**src/rtl/inv_queue_ctrl.sv**
```systemverilog
`timescale 1ns/1ps
module inv_queue_ctrl #(
  parameter int LINES = 8,
  parameter int DEPTH = 4,
  localparam int AW = $clog2(LINES),
  localparam int PW = $clog2(DEPTH),
  localparam int CW = $clog2(DEPTH + 1)
) (
  input  logic          clk,
  input  logic          rst_n,
  input  logic          inv_valid,
  input  logic [AW-1:0] inv_line,
  output logic          inv_ready,
  output logic          inv_ack,
  input  logic          ld_valid,
  input  logic [AW-1:0] ld_line,
  output logic          ld_ready,
  output logic          ld_hit,
  output logic [1:0]    ld_state,
  output logic          ld_doomed,
  input  logic          msg_valid,
  input  logic [AW-1:0] msg_line,
  output logic          msg_ready,
  input  logic          fill_valid,
  input  logic [AW-1:0] fill_line,
  input  logic [1:0]    fill_state,
  input  logic          arr_free,
  input  logic          bar_req,
  output logic          bar_done
);
  localparam logic [1:0] ST_I = 2'd0, ST_S = 2'd1;

  logic [1:0]       st [LINES];
  logic [LINES-1:0] doomed;
  logic [AW-1:0]    q [DEPTH];
  logic [PW-1:0]    wp, rp;
  logic [CW-1:0]    cnt;
  logic             bar_q, bar_act, ack_q;

  wire empty     = (cnt == '0);
  wire full      = (cnt == CW'(DEPTH));
  wire inv_acc   = inv_valid && inv_ready;
  wire inv_new   = inv_acc && !doomed[inv_line];
  wire msg_stall = msg_valid && doomed[msg_line];
  wire drain     = !empty && (arr_free || bar_act || msg_stall);
  wire [AW-1:0] head = q[rp];
  wire fill_ok   = fill_valid && !doomed[fill_line] && !(inv_acc && inv_line == fill_line);

  assign inv_ready = !full && !bar_act;
  assign inv_ack   = ack_q;
  assign ld_ready  = !bar_act;
  assign ld_state  = st[ld_line];
  assign ld_doomed = doomed[ld_line];
  assign ld_hit    = ld_valid && ld_ready && (st[ld_line] != ST_I);
  assign msg_ready = !doomed[msg_line];
  assign bar_done  = bar_act && empty;

  always_ff @(posedge clk) begin
    if (!rst_n) begin
      for (int i = 0; i < LINES; i++) st[i] <= ST_I;
      for (int i = 0; i < DEPTH; i++) q[i] <= '0;
      doomed  <= '0;
      wp      <= '0;
      rp      <= '0;
      cnt     <= '0;
      bar_q   <= 1'b0;
      bar_act <= 1'b0;
      ack_q   <= 1'b0;
    end else begin
      ack_q   <= inv_acc;
      bar_q   <= bar_req;
      bar_act <= (bar_act && !bar_done) || (bar_req && !bar_q);
      if (fill_ok) st[fill_line] <= fill_state;
      if (inv_acc && st[inv_line][1]) st[inv_line] <= ST_S;
      if (inv_new) begin
        q[wp]            <= inv_line;
        wp               <= wp + 1'b1;
        doomed[inv_line] <= 1'b1;
      end
      if (drain) begin
        st[head]     <= ST_I;
        doomed[head] <= 1'b0;
        rp           <= rp + 1'b1;
      end
      cnt <= cnt + CW'(inv_new) - CW'(drain);
    end
  end


  no_overflow_chk: assert property (@(posedge clk) disable iff (!rst_n)
    cnt <= CW'(DEPTH));


  ack_follows_chk: assert property (@(posedge clk) disable iff (!rst_n)
    inv_acc |=> inv_ack);


  downgrade_chk: assert property (@(posedge clk) disable iff (!rst_n)
    inv_acc |=> (st[$past(inv_line)] == ST_I || st[$past(inv_line)] == ST_S));


  barrier_drain_chk: assert property (@(posedge clk) disable iff (!rst_n)
    (bar_act && !empty) |=> cnt == $past(cnt) - 1'b1);
endmodule

```
**config.mk**
```make
export PLATFORM = sky130hd
export DESIGN_NAME = inv_queue_ctrl
export DESIGN_NICKNAME = d
export VERILOG_FILES = /design/src/rtl/inv_queue_ctrl.sv
export SDC_FILE = /design/constraint.sdc
export NUM_CORES = 1
export LEC_CHECK = 0
export BUFFER_PORTS_ARGS = -buffer_cell sky130_fd_sc_hd__buf_2
export CAP_MARGIN = 20
export CORE_MARGIN = 10
export CORE_UTILIZATION = 40
export CTS_CLUSTER_SIZE = 24
export DETAILED_ROUTE_END_ITERATION = 8
export GPL_TIMING_DRIVEN = 0
export PLACE_DENSITY = 0.7
export SYNTH_ARGS = -nofsm -noshare
export SYNTH_HDL_FRONTEND = slang
export SYNTH_SLANG_ARGS = --single-unit
```
**constraint.sdc**
```tcl
create_clock -name clk -period 5.1 [get_ports clk]
set_input_delay 0.765 -clock clk [delete_from_list [all_inputs] [get_ports clk]]
set_output_delay 0.765 -clock clk [all_outputs]
set_load 0.01 [all_outputs]
```
==> insert_results.sql, run 1 <==
INSERT INTO impl_metrics (metric_group, metric, value, unit) VALUES
('clock_tree', 'cts-buffers-inserted', '5', ''),
('route', 'routed_wirelength', '7710', 'microns'),
('floorplanning', 'die_w', '105', 'microns'),
('critical_path', 'setup.worst_path.start_class', 'primary input', ''),
('power_and_ir_drop', 'post-layout-total-power', '1.05', 'mW'),
('yosys', 'synthesis.area_per_instance', '9.57', 'sq um'),
('route', 'vias', '2524', ''),
('yosys', 'mappedNetlistNets', '327', ''),
('yosys', 'synth_enable_flop_cells', '12', ''),
('critical_path', 'ff2ff_path_depth', '11', ''),
('critical_path', 'launch_point_of_the_worst_reg_to_reg_path', 'bar_act', ''),
('sta', 'fin_tns_setup', '0', 'ps'),
('yosys', 'asyncSetResetFlopFracSynth', '0', '%'),
('sta', 'hold_violations', '0', ''),
('yosys', 'postSynthRegisterBits', '48', ''),
('yosys', 'ys.warnings.count', '0', ''),
('sta', 'timing.final.setup_violations', '0', ''),
('placed_design', 'gp_congestion', '0.947', ''),
('global_route', 'overflow', '0', ''),
('flow_run', 'drv_cap', '0', ''),
('route', 'drtPass1Iterations', '5', ''),
('final_layout', 'post_route_cells_drive_above_1_share', '21.7', '%'),
('critical_path', 'worstSetupEndpointType', 'flop', ''),
('critical_path', 'rrSetupSlack', '1800', 'ps'),
('sta', 'share_of_the_clock_period_used_by_the_worst_path', '68.3', '%'),
('clock_tree', 'postCtsHoldBufs', '0', ''),
('critical_path', 'r2r-end', 'cnt[2]', ''),
('clock_tree', 'tritoncts_clock_tree', 'built', ''),
('global_route', 'maximum_number_of_pins_on_one_net_before_global_route_repair', '16', ''),
('hold_path', 'hp-class', 'flop to flop', ''),
('route', 'detail_route.iter0.violations', '202', ''),
('floorplanning', 'number_of_core_rows', '30', ''),
('sta', 'worst_clock_skew', '9.35', 'ps'),
('critical_path', 'worst_setup_path_startpoint', 'inv_valid', ''),
('placed_design', 'placement.setup.worst_slack', '1350', 'ps'),
('sta', 'maxSlewViolCount', '0', ''),
('route', 'detail_route.vias_per_cell', '5.83', ''),
('yosys', 'synth_seq_area_share', '37.4', '%'),
('floorplanning', 'placeable_core_area', '0.00691', 'sq mm'),
('floorplanning', 'floorplan.initialDensity', '41.9', '%'),
('power_and_ir_drop', 'vdd_drop_max', '156', 'uV'),
('floorplanning', 'full_die_area', '0.0110', 'sq mm'),
('power_and_ir_drop', 'power.static_leakage', '1.21', 'nW'),
('critical_path', 'ws_path_type', 'primary input to flop', ''),
('global_route', 'grt_first_pass_wirelength', '12700', 'microns'),
('clock_tree', 'ctsRootBufferMaster', 'clkbuf_8', ''),
('route', 'drtAntennaViolNets', '0', ''),
('route', 'route.detailed.wl_per_inst', '17.8', 'microns'),
('sta', 'slew_headroom', '38.7', '%'),
('critical_path', 'required_time_of_the_critical_path', '5280', 'ps'),
('sta', 'tightestPinTransition', '912', 'ps'),
('clock_tree', 'cts_num_sinks', '48', ''),
('yosys', 'synthFlopType', 'dfxtp_1', ''),
('placed_design', 'place.detailed.instances', '425', ''),
('final_layout', 'antennaDiodeCount', '0', ''),
('sta', 'final_critical_path_setup_slack', '1620', 'ps'),
('clock_tree', 'post_cts.repair.setup_buffers', '0', ''),
('final_layout', 'filler_cell_count', '683', ''),
('clock_tree', 'clk_latency', '300', 'ps'),
('sta', 'finalCriticalPeriod', '3480', 'ps'),
('placed_design', 'placement.io_buffers', '27', ''),
('global_route', 'grt_antenna_before_repair', '0', ''),
('floorplanning', 'die_h', '105', 'microns'),
('global_route', 'grt_use_total', '13.8', '%'),
('floorplanning', 'number_of_top_level_pins', '31', ''),
('global_route', 'grt_pass1_vias', '2510', ''),
('route', 'post-route-drc-count', '0', ''),
('sta', 'clock.fmax', '287', 'MHz'),
('clock_tree', 'clkSlewWorstSetupHoldPaths', '90', 'ps'),
('placed_design', 'dp_hpwl', '5940', 'microns'),
('clock_tree', 'post_cts_resize_count', '0', ''),
('critical_path', 'worstPathMaxFanout', '8', ''),
('yosys', 'synthCells', '302', ''),
('final_layout', 'synthToLayoutAreaGrowth', '11.8', '%'),
('clock_tree', 'cts.path.max_buffers', '2', ''),
('sta', 'rsz0062_at_grt', 'no', ''),
('critical_path', 'arrival_time_at_the_worst_endpoint', '3660', 'ps'),
('final_layout', 'instances_no_fill', '433', ''),
('final_layout', 'finish.net_count', '361', ''),
('yosys', 'post_synth_instance_area', '0.00289', 'sq mm'),
('outcome', 'outcome', 'completed', ''),
('yosys', 'synthDistinctLibCells', '68', ''),
('power_and_ir_drop', 'power_per_cell_area', '325', 'mW/mm^2'),
('critical_path', 'timing.critical_path.to', 'cnt[2]', ''),
('clock_tree', 'clock_tree.htree_level_count', '2', '');
## registers in the layout, indices dropped and copies added, names as in the netlist, named ones only
register and flops:
q 12, rp 2, bar_act 1, bar_q 1, doomed 8, wp 2
st 16, inv_ack 1, cnt 3
## synthesized netlist by cell type, drive strengths merged (3+ instances only)
cell    instances  area share [%]
a31oi           7             1.5
nor4b           3            0.91
and2           10             2.3
buf            10             2.3
nand2b          4            0.87
nand4           3            0.65
xor2            3            0.91
a211oi          8             2.1
a221oi          3            0.91
dfxtp          36              25
edfxtp         12              12
xnor2           3            0.91
mux4            9             7.0
clkbuf          7            0.91
a22oi           6             1.6
nor2           19             2.6
nand2          23             3.0
a21oi          17             3.2
or3             7             1.5
nor3            9             1.7
nand3          12             2.1
nand3b          3            0.78
nor2b           8             1.7
o21ai           4            0.69
mux2i          11             3.8
or3b            4             1.3
inv            16             2.1
mux2            7             2.9
a211o           3            0.91
## cell usage in the layout, fill, tap and decap left out, drive strengths merged, types with 8 or more instances in the layout
cell type and n:
clkbuf 13, edfxtp 12, mux4 9, nand2 23, nand3 12, inv 16, nor3 9, a21oi 17
buf 37, and2 10, a211oi 8, nor2b 8, nor2 19, mux2i 11, dfxtp 36
## logic make-up (layout without fill, tap and decap cells)
family	after synthesis	in the layout	share of synthesized area, %
XOR/XNOR	6	6	1.82
AO/OA/AOI/OAI	68	68	16.9
buffers and inverters	34	69	5.41
flip-flops	48	48	37.4
AND/OR/NAND/NOR	116	116	23.2
multiplexers	27	27	13.7
adder cells (fa/ha/maj)	3	3	1.56
## power by group
part / switching, mW / leakage (nW) / total (mW) / internal [mW]
registers: 0.0348 / 0.419 / 0.469 / 0.434
clock network: 0.127 / 0.0428 / 0.223 / 0.0963
logic: 0.219 / 0.747 / 0.359 / 0.140
## metrics by stage
stage / hold WS (ps) / cell area (sq um) / util [%]
final: 500 / 3230 / 46.8
after detailed placement: 487 / 3150 / 45.6
after CTS: 502 / 3230 / 46.8
after global placement: 471 / 3150 / 45.6
after floorplan: 459 / 2890 / -
after global routing: 541 / 3230 / 46.8
## routing by layer
| layer | up-vias | track usage (%) | part of all wire [%] |
|---|---|---|---|
| li1 | 1188 | - | - |
| met1 | 1205 | 16.7 | 42 |
| met2 | 111 | 23.4 | 48 |
| met3 | 20 | 3.19 | 7.1 |
| met4 | 0 | 4.90 | 2.6 |
| met5 | - | 0 | 0 |
## worst min-delay path by stage
stage,from,end,cells past startpoint,slack (ps)
finish,rp[1],rp[1],2,500
global route,rp[1],rp[1],2,540
CTS,rp[1],flop,2,500
detailed placement,rp[1],flop,2,490
global placement,rp[1],rp[1],2,470
floorplan,rp[1],flop,2,460
## cell type report
cell class                 count  area [sq um]  share of cell area [%]
buffer                        17          92.6                    2.86
clock buffer                   6          72.6                    2.25
clock inverter                 2          12.5                   0.387
inverter                      17          63.8                    1.97
multi-input combinational    220          1650                    51.2
sequential                    48          1080                    33.4
tap                           96           120                    3.72
timing repair buffer          27           135                    4.18
## worst max-delay path, cell delays in order
cell and delay [ps]:
buf_2 80, nor2b_1 350, o211ai_1 180, nor4_2 780, inv_1 210, ha_1 330, inv_1 40, ha_1 180
fa_1 390, xnor2_1 180, xnor2_1 130, nor2_1 50
Note: power is estimated with default switching activity, not from simulation.
==> inputs of run 2 (changes only) <==
--- a/config.mk
+++ b/config.mk
@@ -5,6 +5,7 @@
 export SDC_FILE = /design/constraint.sdc
 export NUM_CORES = 1
 export LEC_CHECK = 0
+export ABC_AREA = 1
 export BUFFER_PORTS_ARGS = -buffer_cell sky130_fd_sc_hd__buf_2
 export CAP_MARGIN = 20
 export CORE_MARGIN = 10
@@ -12,7 +13,7 @@
 export CTS_CLUSTER_SIZE = 24
 export DETAILED_ROUTE_END_ITERATION = 8
 export GPL_TIMING_DRIVEN = 0
-export PLACE_DENSITY = 0.7
+export PLACE_DENSITY = 0.72
 export SYNTH_ARGS = -nofsm -noshare
 export SYNTH_HDL_FRONTEND = slang
 export SYNTH_SLANG_ARGS = --single-unit
==> constraint.sdc (replaced) <==
create_clock -name clk -period 3.1 [get_ports clk]
set_input_delay 0.465 -clock clk [delete_from_list [all_inputs] [get_ports clk]]
set_output_delay 0.465 -clock clk [all_outputs]
set_load 0.01 [all_outputs]
==> run 2 against run 1 <==
  * First-iteration DRC count is 93% higher
  * Sequential power is 64% higher
  * Synthesized cell count is 56% higher
  * Clock skew is 3.7 ps lower
  * Die area is 7.4% higher
  * Sequential share of layout area is 2.6 points lower
  * Critical path depth stayed put
  * Design area is 8.3% higher
  * Area after synthesis is 9.1% higher
  * Largest power group unchanged
  * Cell count is 40% higher
  * Largest cell class unchanged
  * Count of clock-buffer cells in the layout is 1 lower
==> insert_results.sql, run 2 <==
INSERT INTO impl_metrics (metric_group, metric, value, unit) VALUES
('placed_design', 'placement.io_buffers', '26', ''),
('global_route', 'maximum_number_of_pins_on_one_net_before_global_route_repair', '16', ''),
('clock_tree', 'cts-buffers-inserted', '5', ''),
('route', 'drtAntennaViolNets', '0', ''),
('final_layout', 'post_route_cells_drive_above_1_share', '13.0', '%'),
('yosys', 'post_synth_instance_area', '0.00316', 'sq mm'),
('clock_tree', 'post_cts_resize_count', '0', ''),
('route', 'detail_route.vias_per_cell', '5.36', ''),
('yosys', 'synth_seq_area_share', '34.3', '%'),
('yosys', 'synthesis.area_per_instance', '6.69', 'sq um'),
('sta', 'hold_violations', '0', ''),
('critical_path', 'worstSetupEndpointType', 'flop', ''),
('final_layout', 'top_regs', 'st x16, q x12, doomed x8', ''),
('placed_design', 'gp_congestion', '0.984', ''),
('clock_tree', 'post_cts.repair.setup_buffers', '0', ''),
('yosys', 'synth_top_cell_area_share', '22.8', '%'),
('hold_path', 'hp-class', 'primary input to flop', ''),
('clock_tree', 'clkSlewWorstSetupHoldPaths', '100', 'ps'),
('route', 'detail_route.iter0.violations', '390', ''),
('sta', 'fin_tns_setup', '0', 'ps'),
('yosys', 'netlist.top_cell.by_area', 'dfxtp_1', ''),
('clock_tree', 'cts_num_sinks', '48', ''),
('route', 'routed_wirelength', '9310', 'microns'),
('critical_path', 'critPathMaxStageDelay', '530', 'ps'),
('final_layout', 'regMostFlops', 'st', ''),
('clock_tree', 'cts.path.max_buffers', '2', ''),
('final_layout', 'antennaDiodeCount', '0', ''),
('critical_path', 'cell_breakdown_of_the_critical_path', 'inv_1 -> a21oi_1 -> nand2_1 -> nand3b_1 -> nand3_1 -> a21oi_1 -> ha_1 -> inv_1 -> ha_1 -> fa_1 -> or2_2 -> a21oi_1', ''),
('power_and_ir_drop', 'post-layout-total-power', '1.84', 'mW'),
('floorplanning', 'die_h', '109', 'microns'),
('floorplanning', 'floorplan.initialDensity', '41.0', '%'),
('yosys', 'ys.warnings.count', '0', ''),
('floorplanning', 'number_of_core_rows', '32', ''),
('yosys', 'post_synth_xor_area_fraction', '0.833', '%'),
('floorplanning', 'number_of_top_level_pins', '31', ''),
('global_route', 'grt_pass1_vias', '2915', ''),
('global_route', 'use_met2', '23.4', '%'),
('critical_path', 'worstPathMaxFanout', '7', ''),
('floorplanning', 'die_w', '109', 'microns'),
('final_layout', 'filler_cell_count', '830', ''),
('floorplanning', 'full_die_area', '0.0118', 'sq mm'),
('yosys', 'synth-simple-area-share', '43.3', '%'),
('yosys', 'synth_area_leaders', 'dfxtp_1 23%, nand2_1 13%, edfxtp_1 11%, nand4_1 8.5%, inv_1 8.1%', ''),
('global_route', 'grt_antenna_before_repair', '0', ''),
('critical_path', 'arrival_time_at_the_worst_endpoint', '3080', 'ps'),
('yosys', 'yosys.cell_count.top_type', 'nand2_1', ''),
('outcome', 'outcome', 'completed', ''),
('clock_tree', 'ctsRootBufferMaster', 'clkbuf_8', ''),
('sta', 'share_of_the_clock_period_used_by_the_worst_path', '91.6', '%'),
('clock_tree', 'clk_latency', '310', 'ps'),
('yosys', 'synth_commonest_cells', '110 x nand2_1, 68 x inv_1, 60 x nor2_1', ''),
('route', 'post-route-drc-count', '0', ''),
('yosys', 'post_synth_fa_ha_maj_area_fraction', '1.43', '%'),
('power_and_ir_drop', 'power_per_cell_area', '526', 'mW/mm^2'),
('sta', 'slew_headroom', '61.2', '%'),
('power_and_ir_drop', 'power.static_leakage', '1.72', 'nW'),
('sta', 'maxSlewViolCount', '0', ''),
('sta', 'worst_clock_skew', '5.67', 'ps'),
('yosys', 'synthFlopType', 'dfxtp_1', ''),
('final_layout', 'flip_flop_count_of_the_largest_register_after_layout', '16', ''),
('yosys', 'synthDistinctLibCells', '36', ''),
('route', 'route.detailed.wl_per_inst', '15.3', 'microns'),
('clock_tree', 'postCtsHoldBufs', '0', ''),
('sta', 'timing.final.setup_violations', '0', ''),
('global_route', 'overflow', '0', ''),
('global_route', 'met1_usage', '22.3', '%'),
('yosys', 'synth_enable_flop_cells', '12', ''),
('critical_path', 'setup.worst_path.start_class', 'flop', ''),
('critical_path', 'ws_path_type', 'flop to flop', ''),
('sta', 'finalCriticalPeriod', '2840', 'ps'),
('global_route', 'most_used_routing_layer', 'met2', ''),
('final_layout', 'final_cell_mix', '110 x nand2_1, 68 x inv_1, 60 x nor2_1', ''),
('critical_path', 'worstPathBufferInverterCount', '2', ''),
('critical_path', 'crit_top_cell', 'a21oi_1', ''),
('final_layout', 'final_core_util', '45.5', '%'),
('final_layout', 'finish.net_count', '530', ''),
('global_route', 'grt_first_pass_wirelength', '15000', 'microns'),
('yosys', 'synthCells', '472', ''),
('critical_path', 'critPathSlowestCell', 'a21oi_1', ''),
('yosys', 'synth-compound-area-share', '9.12', '%'),
('global_route', 'grt_use_total', '15.9', '%'),
('route', 'drtPass1Iterations', '5', ''),
('final_layout', 'synthToLayoutAreaGrowth', '10.9', '%'),
('critical_path', 'cp_top_family', 'adder cells', ''),
('yosys', 'combinational_family_with_the_most_area_after_synthesis', 'simple AND/OR/NAND/NOR gates', ''),
('floorplanning', 'placeable_core_area', '0.00769', 'sq mm'),
('yosys', 'mappedNetlistNets', '497', ''),
('sta', 'tightestPinTransition', '581', 'ps'),
('final_layout', 'layout.area.seq', '0.00108', 'sq mm'),
('global_route', 'gr-usage-met3', '2.95', '%'),
('sta', 'clock.fmax', '352', 'MHz'),
('placed_design', 'dp_hpwl', '7310', 'microns'),
('yosys', 'synthMuxAreaShare', '0', '%'),
('route', 'vias', '3261', ''),
('critical_path', 'required_time_of_the_critical_path', '3350', 'ps'),
('yosys', 'postSynthRegisterBits', '48', ''),
('final_layout', 'multi_input_comb_area', '0.00172', 'sq mm'),
('clock_tree', 'tritoncts_clock_tree', 'built', ''),
('power_and_ir_drop', 'vdd_drop_max', '212', 'uV'),
('sta', 'rsz0062_at_grt', 'no', ''),
('clock_tree', 'clock_tree.htree_level_count', '2', ''),
('final_layout', 'most_common_cell_after_layout_fill_and_taps_aside', 'nand2_1', ''),
('yosys', 'asyncSetResetFlopFracSynth', '0', '%'),
('flow_run', 'drv_cap', '0', '');
-- run 2: changes by cell type in the layout (fill, tap and decap cells not counted), sizes merged, moves of 10 or more --
cell   before  now
and2       10    0
inv        16   75
mux2i      11    0
nand2      23  113
nand3      12   45
nand4       3   43
nor2       19   68
o21ai       4   21
-- run 2: metrics by stage --
stage          worst slack [ps]  hold slack, ps  area (sq um)  cells
2_1_floorplan               720             404          3160    472
3_3_place_gp                266             410          3410    600
3_5_place_dp                177             427          3410    600
4_1_cts                     309             365          3500    608
5_1_grt                    84.5             393          3500    608
6_report                    262             368          3500    608
-- run 2: worst min-delay path: stages --
cell and delay (ps):
buf_2 80, nand2_1 60, inv_1 50
-- run 2: routing by layer --
layer  up-vias  wire length, microns
met1      1454                  4250
li1       1629                     -
met2       162                  3880
met3        16                   921
met4         0                   259
met5         -                     0
-- run 2: cells by family (layout without fill, tap and decap cells) --
family                   count (synthesis)  after routing
AO/OA/AOI/OAI                           50             50
flip-flops                              48             48
adder cells (fa/ha/maj)                  3              3
XOR/XNOR                                 3              3
buffers and inverters                   89            123
AND/OR/NAND/NOR                        279            279
-- run 2: final cells by class --
type	count	area share (%)
Buffer	15	2.07
Clock buffer	5	1.97
Clock inverter	3	0.501
Inverter	74	7.94
Multi-Input combinational cell	335	49.3
Sequential cell	48	30.9
Tap cell	102	3.65
Timing Repair Buffer	26	3.72
-- run 2: final timing paths --
path,slack (ps),depth (start not counted),endpoint,from
worst min-delay path,370,3,bar_q,bar_req
worst min register to register,430,1,bar_act,bar_q
worst max-delay path,260,12,cnt[2],doomed[1]
worst max register to register,260,12,cnt[2],doomed[1]
-- run 2: power by group --
| part | internal, mW | switching (mW) |
|---|---|---|
| Sequential | 0.713 | 0.0544 |
| Clock | 0.158 | 0.235 |
| Combinational | 0.207 | 0.473 |
==> inputs of run 3 (changes only) <==
--- a/config.mk
+++ b/config.mk
@@ -8,12 +8,13 @@
 export ABC_AREA = 1
 export BUFFER_PORTS_ARGS = -buffer_cell sky130_fd_sc_hd__buf_2
 export CAP_MARGIN = 20
-export CORE_MARGIN = 10
+export CORE_MARGIN = 2
 export CORE_UTILIZATION = 40
 export CTS_CLUSTER_SIZE = 24
 export DETAILED_ROUTE_END_ITERATION = 8
 export GPL_TIMING_DRIVEN = 0
 export PLACE_DENSITY = 0.72
+export RECOVER_POWER = 100
 export SYNTH_ARGS = -nofsm -noshare
 export SYNTH_HDL_FRONTEND = slang
 export SYNTH_SLANG_ARGS = --single-unit
==> run 3 against run 2 <==
  * Sequential power about the same
  * Via count down 0.61%
  * Cell count unchanged
  * Worst hold slack worse by 2.5 ps
  * Clock power up 20%
  * Sequential share of layout area up 0.11 points
  * First-iteration DRC count down 9.7%
  * Core utilization down 0.16 points
  * Design area down 0.36%
  * Sequential cell count unchanged
  * Count of clock-buffer cells in the layout unchanged
  * Clock skew up 2.0 ps
  * Critical path type unchanged
  * Critical endpoint unchanged
==> insert_results.sql, run 3 (same netlist as run 2, synthesis figures left out) <==
INSERT INTO impl_metrics (metric_group, metric, value, unit) VALUES
('final_layout', 'finish.net_count', '530', ''),
('power_and_ir_drop', 'power.static_leakage', '1.69', 'nW'),
('power_and_ir_drop', 'post-layout-total-power', '1.90', 'mW'),
('route', 'detail_route.iter0.violations', '352', ''),
('placed_design', 'placement.setup.worst_slack', '193', 'ps'),
('placed_design', 'dp_hpwl', '7110', 'microns'),
('route', 'detail_route.vias_per_cell', '5.33', ''),
('global_route', 'overflow', '0', ''),
('hold_path', 'hp-class', 'primary input to flop', ''),
('final_layout', 'filler_cell_count', '823', ''),
('critical_path', 'crit_top_cell', 'a21oi_1', ''),
('final_layout', 'most_common_cell_after_layout_fill_and_taps_aside', 'nand2_1', ''),
('sta', 'fin_tns_setup', '0', 'ps'),
('critical_path', 'cell_breakdown_of_the_critical_path', 'inv_1 -> a21oi_1 -> nand2_1 -> nand3b_1 -> nand3_1 -> a21oi_1 -> ha_1 -> inv_1 -> ha_1 -> fa_1 -> or2_2 -> a21oi_1', ''),
('sta', 'rsz0062_at_grt', 'no', ''),
('floorplanning', 'floorplan.initialDensity', '41.0', '%'),
('placed_design', 'placed_area', '0.00341', 'sq mm'),
('route', 'routed_wirelength', '8910', 'microns'),
('sta', 'timing.final.setup_violations', '0', ''),
('placed_design', 'place.detailed.instances', '600', ''),
('critical_path', 'rrSetupSlack', '270', 'ps'),
('clock_tree', 'tritoncts_clock_tree', 'built', ''),
('route', 'vias', '3241', ''),
('global_route', 'grt_first_pass_wirelength', '14500', 'microns'),
('floorplanning', 'placeable_core_area', '0.00769', 'sq mm'),
('sta', 'maxSlewViolCount', '0', ''),
('global_route', 'grt_pass1_vias', '2947', ''),
('floorplanning', 'number_of_top_level_pins', '31', ''),
('placed_design', 'gp_congestion', '0.984', ''),
('placed_design', 'placement.io_buffers', '26', ''),
('critical_path', 'setup.worst_path.start_class', 'flop', ''),
('final_layout', 'flip_flop_count_of_the_largest_register_after_layout', '16', ''),
('clock_tree', 'clock_tree.htree_level_count', '2', ''),
('final_layout', 'instances_no_fill', '608', ''),
('clock_tree', 'post_cts_resize_count', '0', ''),
('clock_tree', 'cts-buffers-inserted', '5', ''),
('final_layout', 'top_regs', 'st x16, q x12, doomed x8', ''),
('critical_path', 'worstPathMaxFanout', '7', ''),
('global_route', 'grt_use_total', '21.2', '%'),
('floorplanning', 'die_w', '92.8', 'microns'),
('critical_path', 'required_time_of_the_critical_path', '3340', 'ps'),
('route', 'post-route-drc-count', '0', ''),
('critical_path', 'worstSetupEndpointType', 'flop', ''),
('final_layout', 'regMostFlops', 'st', ''),
('critical_path', 'arrival_time_at_the_worst_endpoint', '3070', 'ps'),
('critical_path', 'r2r-end', 'cnt[2]', ''),
('sta', 'finalCriticalPeriod', '2830', 'ps'),
('critical_path', 'cp_top_family', 'adder cells', ''),
('critical_path', 'worstPathBufferInverterCount', '2', ''),
('sta', 'tightestPinTransition', '979', 'ps'),
('route', 'drtPass1Iterations', '6', ''),
('critical_path', 'ff2ff_path_depth', '12', ''),
('global_route', 'grt_antenna_before_repair', '0', ''),
('critical_path', 'critPathSlowestCell', 'a21oi_1', ''),
('final_layout', 'final_cell_mix', '111 x nand2_1, 70 x inv_1, 63 x nor2_1', ''),
('sta', 'slew_headroom', '34.5', '%'),
('flow_run', 'drv_cap', '0', ''),
('floorplanning', 'full_die_area', '0.00862', 'sq mm'),
('final_layout', 'antennaDiodeCount', '0', ''),
('sta', 'final_critical_path_setup_slack', '271', 'ps'),
('outcome', 'outcome', 'completed', ''),
('floorplanning', 'number_of_core_rows', '32', ''),
('sta', 'clock.fmax', '354', 'MHz'),
('critical_path', 'worst_setup_path_startpoint', 'doomed[1]', ''),
('clock_tree', 'post_cts.repair.setup_buffers', '0', ''),
('final_layout', 'post_route_cells_drive_above_1_share', '10.1', '%'),
('global_route', 'maximum_number_of_pins_on_one_net_before_global_route_repair', '17', ''),
('clock_tree', 'clkSlewWorstSetupHoldPaths', '100', 'ps'),
('hold_path', 'worst_hold_startpoint', 'bar_req', ''),
('sta', 'share_of_the_clock_period_used_by_the_worst_path', '91.3', '%'),
('hold_path', 'min_delay_path_depth', '3', ''),
('clock_tree', 'cts.path.max_buffers', '2', ''),
('sta', 'fin_hold_ws', '366', 'ps'),
('floorplanning', 'die_h', '92.8', 'microns'),
('critical_path', 'launch_point_of_the_worst_reg_to_reg_path', 'doomed[1]', ''),
('route', 'route.detailed.wl_per_inst', '14.7', 'microns'),
('power_and_ir_drop', 'vdd_drop_max', '296', 'uV'),
('final_layout', 'final_cell_area', '0.00349', 'sq mm'),
('sta', 'hold_violations', '0', ''),
('route', 'drtAntennaViolNets', '0', ''),
('sta', 'worst_clock_skew', '7.65', 'ps'),
('clock_tree', 'cts_num_sinks', '48', ''),
('final_layout', 'final_core_util', '45.4', '%'),
('clock_tree', 'postCtsHoldBufs', '0', ''),
('hold_path', 'hold_path_sink', 'bar_q', ''),
('clock_tree', 'clk_latency', '310', 'ps'),
('final_layout', 'synthToLayoutAreaGrowth', '10.5', '%'),
('clock_tree', 'ctsRootBufferMaster', 'clkbuf_8', ''),
('power_and_ir_drop', 'power_per_cell_area', '544', 'mW/mm^2'),
('critical_path', 'critPathMaxStageDelay', '510', 'ps'),
('critical_path', 'ws_path_type', 'flop to flop', '');
-- run 3: cell types whose count changed in the layout (fill, tap and decap cells not counted), sizes merged --
| cell | delta |
|---|---|
| bufinv | +1 |
| clkinv | -2 |
| clkbuf | +10 |
| buf | -10 |
| clkinvlp | +1 |
-- run 3: how the worst max path moves through the flow --
stage	end	cells after the start
after floorplan	cnt[2]	12
after global placement	cnt[2]	13
after detailed placement	cnt[2]	13
after CTS	cnt[2]	12
after global routing	cnt[2]	12
final	cnt[2]	12
-- run 3: worst min-delay path, delay by kind of cell --
| family | cells | cell delay, ps |
|---|---|---|
| buffers and inverters | 2 | 110 |
| AND/OR/NAND/NOR | 1 | 60 |
-- run 3: area by class of cell --
| type | count | area, sq um | area share, % |
|---|---|---|---|
| clock inverter | 3 | 46.3 | 1.33 |
| buffer | 15 | 71.3 | 2.05 |
| inverter | 74 | 278 | 7.97 |
| timing repair buffer | 26 | 119 | 3.41 |
| tap | 102 | 128 | 3.66 |
| multi-input combinational | 335 | 1700 | 48.6 |
| sequential | 48 | 1080 | 31.0 |
| clock buffer | 5 | 68.8 | 1.97 |
-- run 3: routing by layer --
layer  vias up  GRT usage (%)  part of all wire (%)
li1       1623              -                     -
met1      1432           30.1                    46
met2       161           31.9                    41
met3        25           3.66                   9.4
met4         0           8.21                   3.7
met5         -              0                     0
-- run 3: power by group --
group,internal [mW],switching [mW],total (mW),leakage (nW)
combinational,0.197,0.462,0.660,1.22
clock,0.243,0.226,0.470,0.0548
sequential,0.713,0.0570,0.770,0.418
